[src/rtl/gpio_pkg.sv]
package gpio_pkg;
  localparam int DATA_W   = 8;
  localparam int N_PORTS  = 2;
  localparam int OFF_PIN  = 2;
  localparam int OFF_DIR  = 4;
  localparam int OFF_OUT  = 6;
endpackage

[src/rtl/gpio_sync.sv]
module gpio_sync #(
  parameter int W      = 8,
  parameter int STAGES = 2
) (
  input  logic         clk_i,
  input  logic         rst_ni,
  input  logic [W-1:0] d_i,
  output logic [W-1:0] q_o
);
  logic [W-1:0] stage_q [STAGES];

  always_ff @(posedge clk_i or negedge rst_ni) begin
    if (!rst_ni) begin
      for (int i = 0; i < STAGES; i++) stage_q[i] <= '0;
    end else begin
      stage_q[0] <= d_i;
      for (int i = 1; i < STAGES; i++) stage_q[i] <= stage_q[i-1];
    end
  end

  assign q_o = stage_q[STAGES-1];
endmodule

[src/rtl/gpio_bus_if.sv]
module gpio_bus_if #(
  parameter int ADDR_W = 3,
  parameter int DW     = 8
) (
  input  logic              clk_i,
  input  logic              rst_ni,
  input  logic              cs_i,
  input  logic              rw_i,
  input  logic              e_i,
  input  logic [ADDR_W-1:0] addr_i,
  input  logic [DW-1:0]     wdata_i,
  output logic              commit_o,
  output logic [ADDR_W-1:0] addr_o,
  output logic [DW-1:0]     wdata_o
);
  logic              e_q, cs_q, rw_q;
  logic [ADDR_W-1:0] addr_q;
  logic [DW-1:0]     data_q;

  always_ff @(posedge clk_i or negedge rst_ni) begin
    if (!rst_ni) begin
      e_q    <= 1'b0;
      cs_q   <= 1'b0;
      rw_q   <= 1'b1;
      addr_q <= '0;
      data_q <= '0;
    end else begin
      e_q <= e_i;
      if (e_i) begin
        cs_q   <= cs_i;
        rw_q   <= rw_i;
        addr_q <= addr_i;
        data_q <= wdata_i;
      end
    end
  end

  // falling edge of the strobe with a selected write cycle captured
  assign commit_o = e_q && !e_i && cs_q && !rw_q;
  assign addr_o   = addr_q;
  assign wdata_o  = data_q;

  p_commit_single_r2: assert property (@(posedge clk_i) disable iff (!rst_ni)
    commit_o |=> !commit_o);
  p_commit_needs_fall_r2: assert property (@(posedge clk_i) disable iff (!rst_ni)
    commit_o |-> !e_i);
endmodule

[src/rtl/gpio_port.sv]
module gpio_port #(
  parameter int W      = 8,
  parameter int STAGES = 2
) (
  input  logic         clk_i,
  input  logic         rst_ni,
  input  logic         wr_dir_i,
  input  logic         wr_out_i,
  input  logic [W-1:0] wdata_i,
  input  logic [W-1:0] pad_i,
  output logic [W-1:0] dir_o,
  output logic [W-1:0] out_o,
  output logic [W-1:0] pin_o
);
  logic [W-1:0] dir_q, out_q, pad_sync;

  gpio_sync #(.W(W), .STAGES(STAGES)) u_sync (
    .clk_i (clk_i),
    .rst_ni(rst_ni),
    .d_i   (pad_i),
    .q_o   (pad_sync)
  );

  always_ff @(posedge clk_i or negedge rst_ni) begin
    if (!rst_ni) begin
      dir_q <= '0;
      out_q <= '0;
    end else begin
      if (wr_dir_i) dir_q <= wdata_i;
      if (wr_out_i) out_q <= wdata_i;
    end
  end

  assign dir_o = dir_q;
  assign out_o = out_q;
  assign pin_o = (dir_q & out_q) | (~dir_q & pad_sync);

  p_dir_hold_r7: assert property (@(posedge clk_i) disable iff (!rst_ni)
    !wr_dir_i |=> $stable(dir_q));
  p_out_hold_r7: assert property (@(posedge clk_i) disable iff (!rst_ni)
    !wr_out_i |=> $stable(out_q));
  p_single_target_r6: assert property (@(posedge clk_i) disable iff (!rst_ni)
    !(wr_dir_i && wr_out_i));
endmodule

[src/rtl/dual_gpio_port.sv]
module dual_gpio_port #(
  parameter int ADDR_W = 3,
  parameter int DW     = gpio_pkg::DATA_W,
  parameter int STAGES = 2
) (
  input  logic              clk_i,
  input  logic              rst_ni,
  input  logic              cs_i,
  input  logic              rw_i,
  input  logic              e_i,
  input  logic [ADDR_W-1:0] addr_i,
  input  logic [DW-1:0]     wdata_i,
  output logic [DW-1:0]     rdata_o,
  input  logic [DW-1:0]     pa_in_i,
  output logic [DW-1:0]     pa_out_o,
  output logic [DW-1:0]     pa_oe_o,
  input  logic [DW-1:0]     pb_in_i,
  output logic [DW-1:0]     pb_out_o,
  output logic [DW-1:0]     pb_oe_o
);
  import gpio_pkg::*;
  localparam int NP = N_PORTS;

  logic              commit;
  logic [ADDR_W-1:0] waddr;
  logic [DW-1:0]     wdata;
  logic [DW-1:0]     pad   [NP];
  logic [DW-1:0]     dir   [NP];
  logic [DW-1:0]     dout  [NP];
  logic [DW-1:0]     pin   [NP];

  gpio_bus_if #(.ADDR_W(ADDR_W), .DW(DW)) u_bus (
    .clk_i   (clk_i),
    .rst_ni  (rst_ni),
    .cs_i    (cs_i),
    .rw_i    (rw_i),
    .e_i     (e_i),
    .addr_i  (addr_i),
    .wdata_i (wdata_i),
    .commit_o(commit),
    .addr_o  (waddr),
    .wdata_o (wdata)
  );

  assign pad[0] = pa_in_i;
  assign pad[1] = pb_in_i;

  for (genvar p = 0; p < NP; p++) begin : g_port
    localparam logic [ADDR_W-1:0] DIR_A = ADDR_W'(OFF_DIR + p);
    localparam logic [ADDR_W-1:0] OUT_A = ADDR_W'(OFF_OUT + p);
    gpio_port #(.W(DW), .STAGES(STAGES)) u_port (
      .clk_i   (clk_i),
      .rst_ni  (rst_ni),
      .wr_dir_i(commit && (waddr == DIR_A)),
      .wr_out_i(commit && (waddr == OUT_A)),
      .wdata_i (wdata),
      .pad_i   (pad[p]),
      .dir_o   (dir[p]),
      .out_o   (dout[p]),
      .pin_o   (pin[p])
    );
  end

  assign pa_oe_o  = dir[0];
  assign pa_out_o = dout[0];
  assign pb_oe_o  = dir[1];
  assign pb_out_o = dout[1];

  always_comb begin
    rdata_o = '0;
    if (cs_i && rw_i) begin
      for (int p = 0; p < NP; p++) begin
        if (addr_i == ADDR_W'(OFF_PIN + p)) rdata_o = pin[p];
        if (addr_i == ADDR_W'(OFF_DIR + p)) rdata_o = dir[p];
        if (addr_i == ADDR_W'(OFF_OUT + p)) rdata_o = dout[p];
      end
    end
  end

  p_idle_read_r8: assert property (@(posedge clk_i) disable iff (!rst_ni)
    !(cs_i && rw_i) |-> rdata_o == '0);
  p_undef_read_r6: assert property (@(posedge clk_i) disable iff (!rst_ni)
    (cs_i && rw_i && addr_i < ADDR_W'(OFF_PIN)) |-> rdata_o == '0);
  p_pin_drive_r5: assert property (@(posedge clk_i) disable iff (!rst_ni)
    (cs_i && rw_i && addr_i == ADDR_W'(OFF_PIN)) |-> ((rdata_o & pa_oe_o) == (pa_out_o & pa_oe_o)));
  p_dir_read_r3: assert property (@(posedge clk_i) disable iff (!rst_ni)
    (cs_i && rw_i && addr_i == ADDR_W'(OFF_DIR + 1)) |-> rdata_o == pb_oe_o);
endmodule

[config.mk]
export PLATFORM = sky130hd
export DESIGN_NAME = dual_gpio_port
export DESIGN_NICKNAME = d
export VERILOG_FILES = /design/src/rtl/gpio_pkg.sv /design/src/rtl/gpio_sync.sv /design/src/rtl/gpio_bus_if.sv /design/src/rtl/gpio_port.sv /design/src/rtl/dual_gpio_port.sv
export SDC_FILE = /design/constraint.sdc
export NUM_CORES = 1
export LEC_CHECK = 0
export BUFFER_PORTS_ARGS = -buffer_cell sky130_fd_sc_hd__buf_2
export CORE_ASPECT_RATIO = 1.4
export CORE_MARGIN = 2
export CORE_UTILIZATION = 55
export DETAILED_ROUTE_END_ITERATION = 8
export GPL_TIMING_DRIVEN = 1
export HOLD_SLACK_MARGIN = 0.06
export PLACE_DENSITY = 0.87
export SYNTH_ARGS = -nofsm -noshare
export SYNTH_HDL_FRONTEND = slang
export SYNTH_HIERARCHICAL = 1
export SYNTH_SLANG_ARGS = --single-unit
[constraint.sdc]
create_clock -name clk_i -period 4.8 [get_ports clk_i]
set_input_delay 0.48 -clock clk_i [delete_from_list [all_inputs] [get_ports clk_i]]
set_output_delay 0.48 -clock clk_i [all_outputs]
set_load 0.02 [all_outputs]
* After elaboration in Yosys (flattened, before gate mapping)
Cells that the tools add are included. W data, S select, Z words.
Word-level totals: register bits 78, logic and storage cells 48
Operators by class: equal/unequal tests 10, muxes and demuxes 7, bitwise operators 8, reduce and logical (&&, ||, !) cells 10
Operator list (count):
- $mux W8 | 7
- $and A8 B8 Y8 | 4
- $eq A3 B3 Y1 const B | 8
- $not A8 Y8 | 2
- $or A8 B8 Y8 | 2
- $logic_and A1 B1 Y1 | 8
- $eq A3 B2 Y1 const B | 2
- $logic_not A1 Y1 | 2

* Logic depth before layout (Yosys ltp)
word-level depth 10, gate-level depth with buffers 6

* Hierarchy
Netlist, hierarchy kept.
Modules (own cells, without submodules):
- gpio_port | instances 2, cells an instance 42, area an instance 753.2 µm²
- gpio_sync | instances 2, cells an instance 24, area an instance 460.4 µm²
- gpio_bus_if | instances 1, cells an instance 29, area an instance 559.3 µm²
- dual_gpio_port | instances 1, cells an instance 68, area an instance 525.5 µm²

* Worst setup path before layout
Ideal clock, no wire load.
path type input to output, from in addr_i[2], to out rdata_o[1], arrival 1.825 ns, data required time 4.320 ns, path slack 2.495 ns, stages 4, path through buf_2 nand2b_1 o22ai_1 a2111oi_1
Between the ends: cells in the longest elaborated chain, start to end 8, elaborated cells between the ends (all ways) 13, classes of those cells 6 x eq/ne; 7 x mux
RTL lines:
- start: declaration | line dual_gpio_port.sv:11 | input logic [ADDR_W-1:0] addr_i,
- $eq A3 B2 Y1 | line dual_gpio_port.sv:73 | if (addr_i == ADDR_W'(OFF_PIN + p)) rdata_o = pin[p];
- $mux W8 | line dual_gpio_port.sv:73
- $mux W8 | line dual_gpio_port.sv:74 | if (addr_i == ADDR_W'(OFF_DIR + p)) rdata_o = dir[p];
- $mux W8 | line dual_gpio_port.sv:75 | if (addr_i == ADDR_W'(OFF_OUT + p)) rdata_o = dout[p];
- $mux W8 | line dual_gpio_port.sv:73
- $mux W8 | line dual_gpio_port.sv:74
- $mux W8 * | line dual_gpio_port.sv:75
- $mux W8 * | line dual_gpio_port.sv:71 | if (cs_i && rw_i) begin
- end: declaration | line dual_gpio_port.sv:13 | output logic [DW-1:0] rdata_o,
Every way passes the cells marked *; elsewhere a longest branch is shown, timed or not.

* Worst setup path in the final report
from in addr_i[2], to out rdata_o[3]
Same word-level chain as after synthesis.

==> flow_summary.json <==
{
  "dpl.hpwl_um": 4790,
  "synth_nets": 261,
  "min_path_type": "in -> reg",
  "synth_top_area_cell": "dfrtp_1",
  "drt-total-wl_um": 7190,
  "synthCells": 229,
  "cts_tree": "yes",
  "synth_seq_cells": 78,
  "synthSimpleGateAreaFrac": 0.0399,
  "grt_pass1_wl_um": 11300,
  "ir_worst_vdd_v": 0.000316,
  "globalRouteOverflowTotal": 0,
  "drtIter0Drc": 157,
  "setup_viol": 0,
  "p_comb_frac": 0.219,
  "yosys_warnings": 6,
  "slew_headroom": 0.161,
  "fin_hold_ws_ns": 0.228,
  "clock-sinks": 78,
  "fin_nets": 316,
  "period_share": 0.542,
  "core_area_mm2": 0.00621,
  "initial_core_util": 0.565,
  "fp.dieH_um": 98.6,
  "end_kind": "output port",
  "stdcell_count": 360,
  "synth_ff_type": "dfrtp_1",
  "min_period_ns": 2.60,
  "report.power.total_mw": 1.72,
  "cts_setup_buffers": 0,
  "status": "finished, final reports clean",
  "syn2layout_area_growth_pct": 12.4,
  "grt_max_degree": 79,
  "syn_area_per_cell_um2": 15.3,
  "synthesis.area_mm2": 0.00351,
  "layout-drive-gt1-share": 0.563,
  "p_leak_nw": 1.95,
  "critPathRequiredTime_ns": 4.32,
  "io_pins": 72,
  "async_flop_share": 1.00,
  "synth_top_area_frac": 0.549,
  "maxCapViolations": 0,
  "gp_congestion": 0.771,
  "placed_cells": 345,
  "via_count": 2129,
  "synth_xor_area_frac": 0,
  "die_x_um": 71.5,
  "worstSetupPathType": "in -> out",
  "fin_skew_ns": 0.00610,
  "final_core_util": 0.636,
  "wl_per_cell_um": 20.0,
  "cts_resized": 0,
  "grt_setup_unrepaired": "no",
  "power.share.switching": 0.288,
  "worstPathArrival_ns": 2.12,
  "synth_top_family_by_area": "multiplexers",
  "synth_fa_ha_area_frac": 0,
  "finalHoldViolCount": 0,
  "synth_area_leaders": "dfrtp_1, mux2_4, mux2_2",
  "synth-seq-area-share": 0.556,
  "final_antenna_net_count": 0,
  "clkTransAtPathRegs_ns": 0.07,
  "drv_slew": 0,
  "cts_buffer_depth": 2,
  "dieArea_mm2": 0.00705,
  "grt_usage": 0.218,
  "synth_edf_count": 0,
  "cts_hold_buf": 0,
  "grt_pass1_vias": 2108,
  "p_switching_uw": 495,
  "synth_mux_area_frac": 0.269,
  "drcViolationCount": 0,
  "intPower_mw": 1.23,
  "synth_compound_area_frac": 0.0698,
  "numCtsBuffers": 9,
  "antenna_found_initial": 0,
  "max_freq_mhz": 384,
  "synth_cell_types": 30,
  "power_frac_seq": 0.483,
  "n_fill_cell": 445,
  "routed_via_density": 5.91,
  "firstDrtPassIters": 5,
  "pwr_density_cell_mw_per_mm2": 436,
  "portBuffers": 71,
  "htree_levels": 3,
  "clockPowerShare": 0.297,
  "cts_root_buf": "clkbuf_8",
  "crit_fanout": 18,
  "critPathLaunchType": "input port",
  "fin_setup_tns_ns": 0,
  "diodes": 0,
  "worst_slew_pin_slew_ns": 1.25,
  "row_count": 34,
  "insertion_delay_ns": 0.35
}
==> cell families (layout without fill, tap and decap cells) <==
logic type | Yosys count | after routing
DFF | 78 | 78
muxes | 70 | 70
AOI/OAI and AO/OA | 29 | 29
buffers and inverters | 28 | 87
and+or+nand+nor | 24 | 24
==> worst max-delay path, cell delays in order <==
cell	delay, ns
buf_2	0.36
nand2b_1	0.36
o22ai_1	0.13
a2111oi_1	0.53
buf_2	0.26
==> placed cells by master (no fill, tap or decap), types with 2 or more instances in the layout <==
| master | n |
|---|---|
| buf_2 | 70 |
| a2111oi_1 | 5 |
| and2b_1 | 2 |
| a222oi_1 | 6 |
| bufinv_16 | 2 |
| o22ai_1 | 6 |
| mux2_4 | 42 |
| clkinv_2 | 3 |
| nor2_1 | 9 |
| dfrtp_1 | 77 |
| a221oi_1 | 2 |
| nand2_1 | 3 |
| mux2_2 | 28 |
| nor3_2 | 2 |
| clkbuf_8 | 9 |
| a21o_1 | 6 |
==> synth_stat cells (all sizes together), types with 2 or more instances <==
| cell type | instances |
|---|---|
| a2111oi | 6 |
| o22ai | 6 |
| a21o | 6 |
| a221oi | 2 |
| dfrtp | 77 |
| and2b | 2 |
| nor3 | 2 |
| nand2 | 3 |
| nand3 | 2 |
| a222oi | 6 |
| buf | 26 |
| nand2b | 2 |
| nor2 | 9 |
| mux2 | 70 |
==> layer usage <==
metal | GRT usage | share of wire | vias to the layer above | routed length [µm]
li1 | - | - | 936 | -
met1 | 0.289 | 0.40 | 1089 | 2890
met2 | 0.327 | 0.51 | 84 | 3670
met3 | 0.0573 | 0.064 | 20 | 460
met4 | 0.122 | 0.024 | 0 | 170
met5 | 0 | 0 | - | 0
==> path summary, 6_finish.rpt <==
| path | slack, ns | depth (start not counted) | start | end |
|---|---|---|---|---|
| worst min register to register | 0.35 | 0 | g_port[0].u_port/u_sync/stage_q[11] | g_port[0].u_port/u_sync/q_o[3] |
| worst max register to register | 2.57 | 4 | u_bus/rw_q | g_port[1].u_port/out_o[0] |
| worst max-delay path | 2.20 | 5 | addr_i[2] | rdata_o[3] |
| min in group asynchronous | 0.28 | 1 | rst_ni | u_bus/addr_o[0] |
| worst min-delay path | 0.23 | 1 | pb_in_i[4] | g_port[1].u_port/u_sync/stage_q[12] |
| max in group asynchronous | 3.93 | 1 | rst_ni | g_port[1].u_port/out_o[5] |
==> final cells by class <==
| cell class | instances | area, µm² | area share |
|---|---|---|---|
| multi-input cells | 123 | 1340 | 0.340 |
| clock inverters | 5 | 75.1 | 0.0190 |
| repair buffers | 71 | 358 | 0.0906 |
| flip-flops and latches | 78 | 1950 | 0.495 |
| inverters | 1 | 3.75 | 0.000951 |
| clock buffers | 10 | 128 | 0.0323 |
| well taps | 72 | 90.1 | 0.0228 |
==> flip-flops by register name, summed over array words and instances, names as in the netlist <==
register                      flops
g_port.u_port/u_sync/q_o         16
g_port.u_port/out_o              16
u_bus/e_q                         1
g_port.u_port/u_sync/stage_q     16
u_bus/wdata_o                     8
u_bus/cs_q                        1
u_bus/addr_o                      3
g_port.u_port/dir_o              16
u_bus/rw_q                        1
==> power by group through the flow <==
| stage | Combinational [mW] | Clock (mW) | Sequential [mW] |
|---|---|---|---|
| global route | 0.399 | 0.551 | 0.842 |
| floorplan | 0.205 | 0 | 0.889 |
| CTS | 0.380 | 0.522 | 0.830 |
| global placement | 0.368 | 0 | 0.839 |
| finish | 0.377 | 0.512 | 0.831 |
| detailed placement | 0.377 | 0 | 0.842 |
==> stage by stage <==
stage	setup WS (ns)	area, µm²
floorplan	2.49	3510
global placement	2.19	3750
detailed placement	2.14	3750
CTS	2.25	3950
global route	2.12	3950
finish	2.20	3950
No activity file was read; power rests on OpenSTA's default activity.
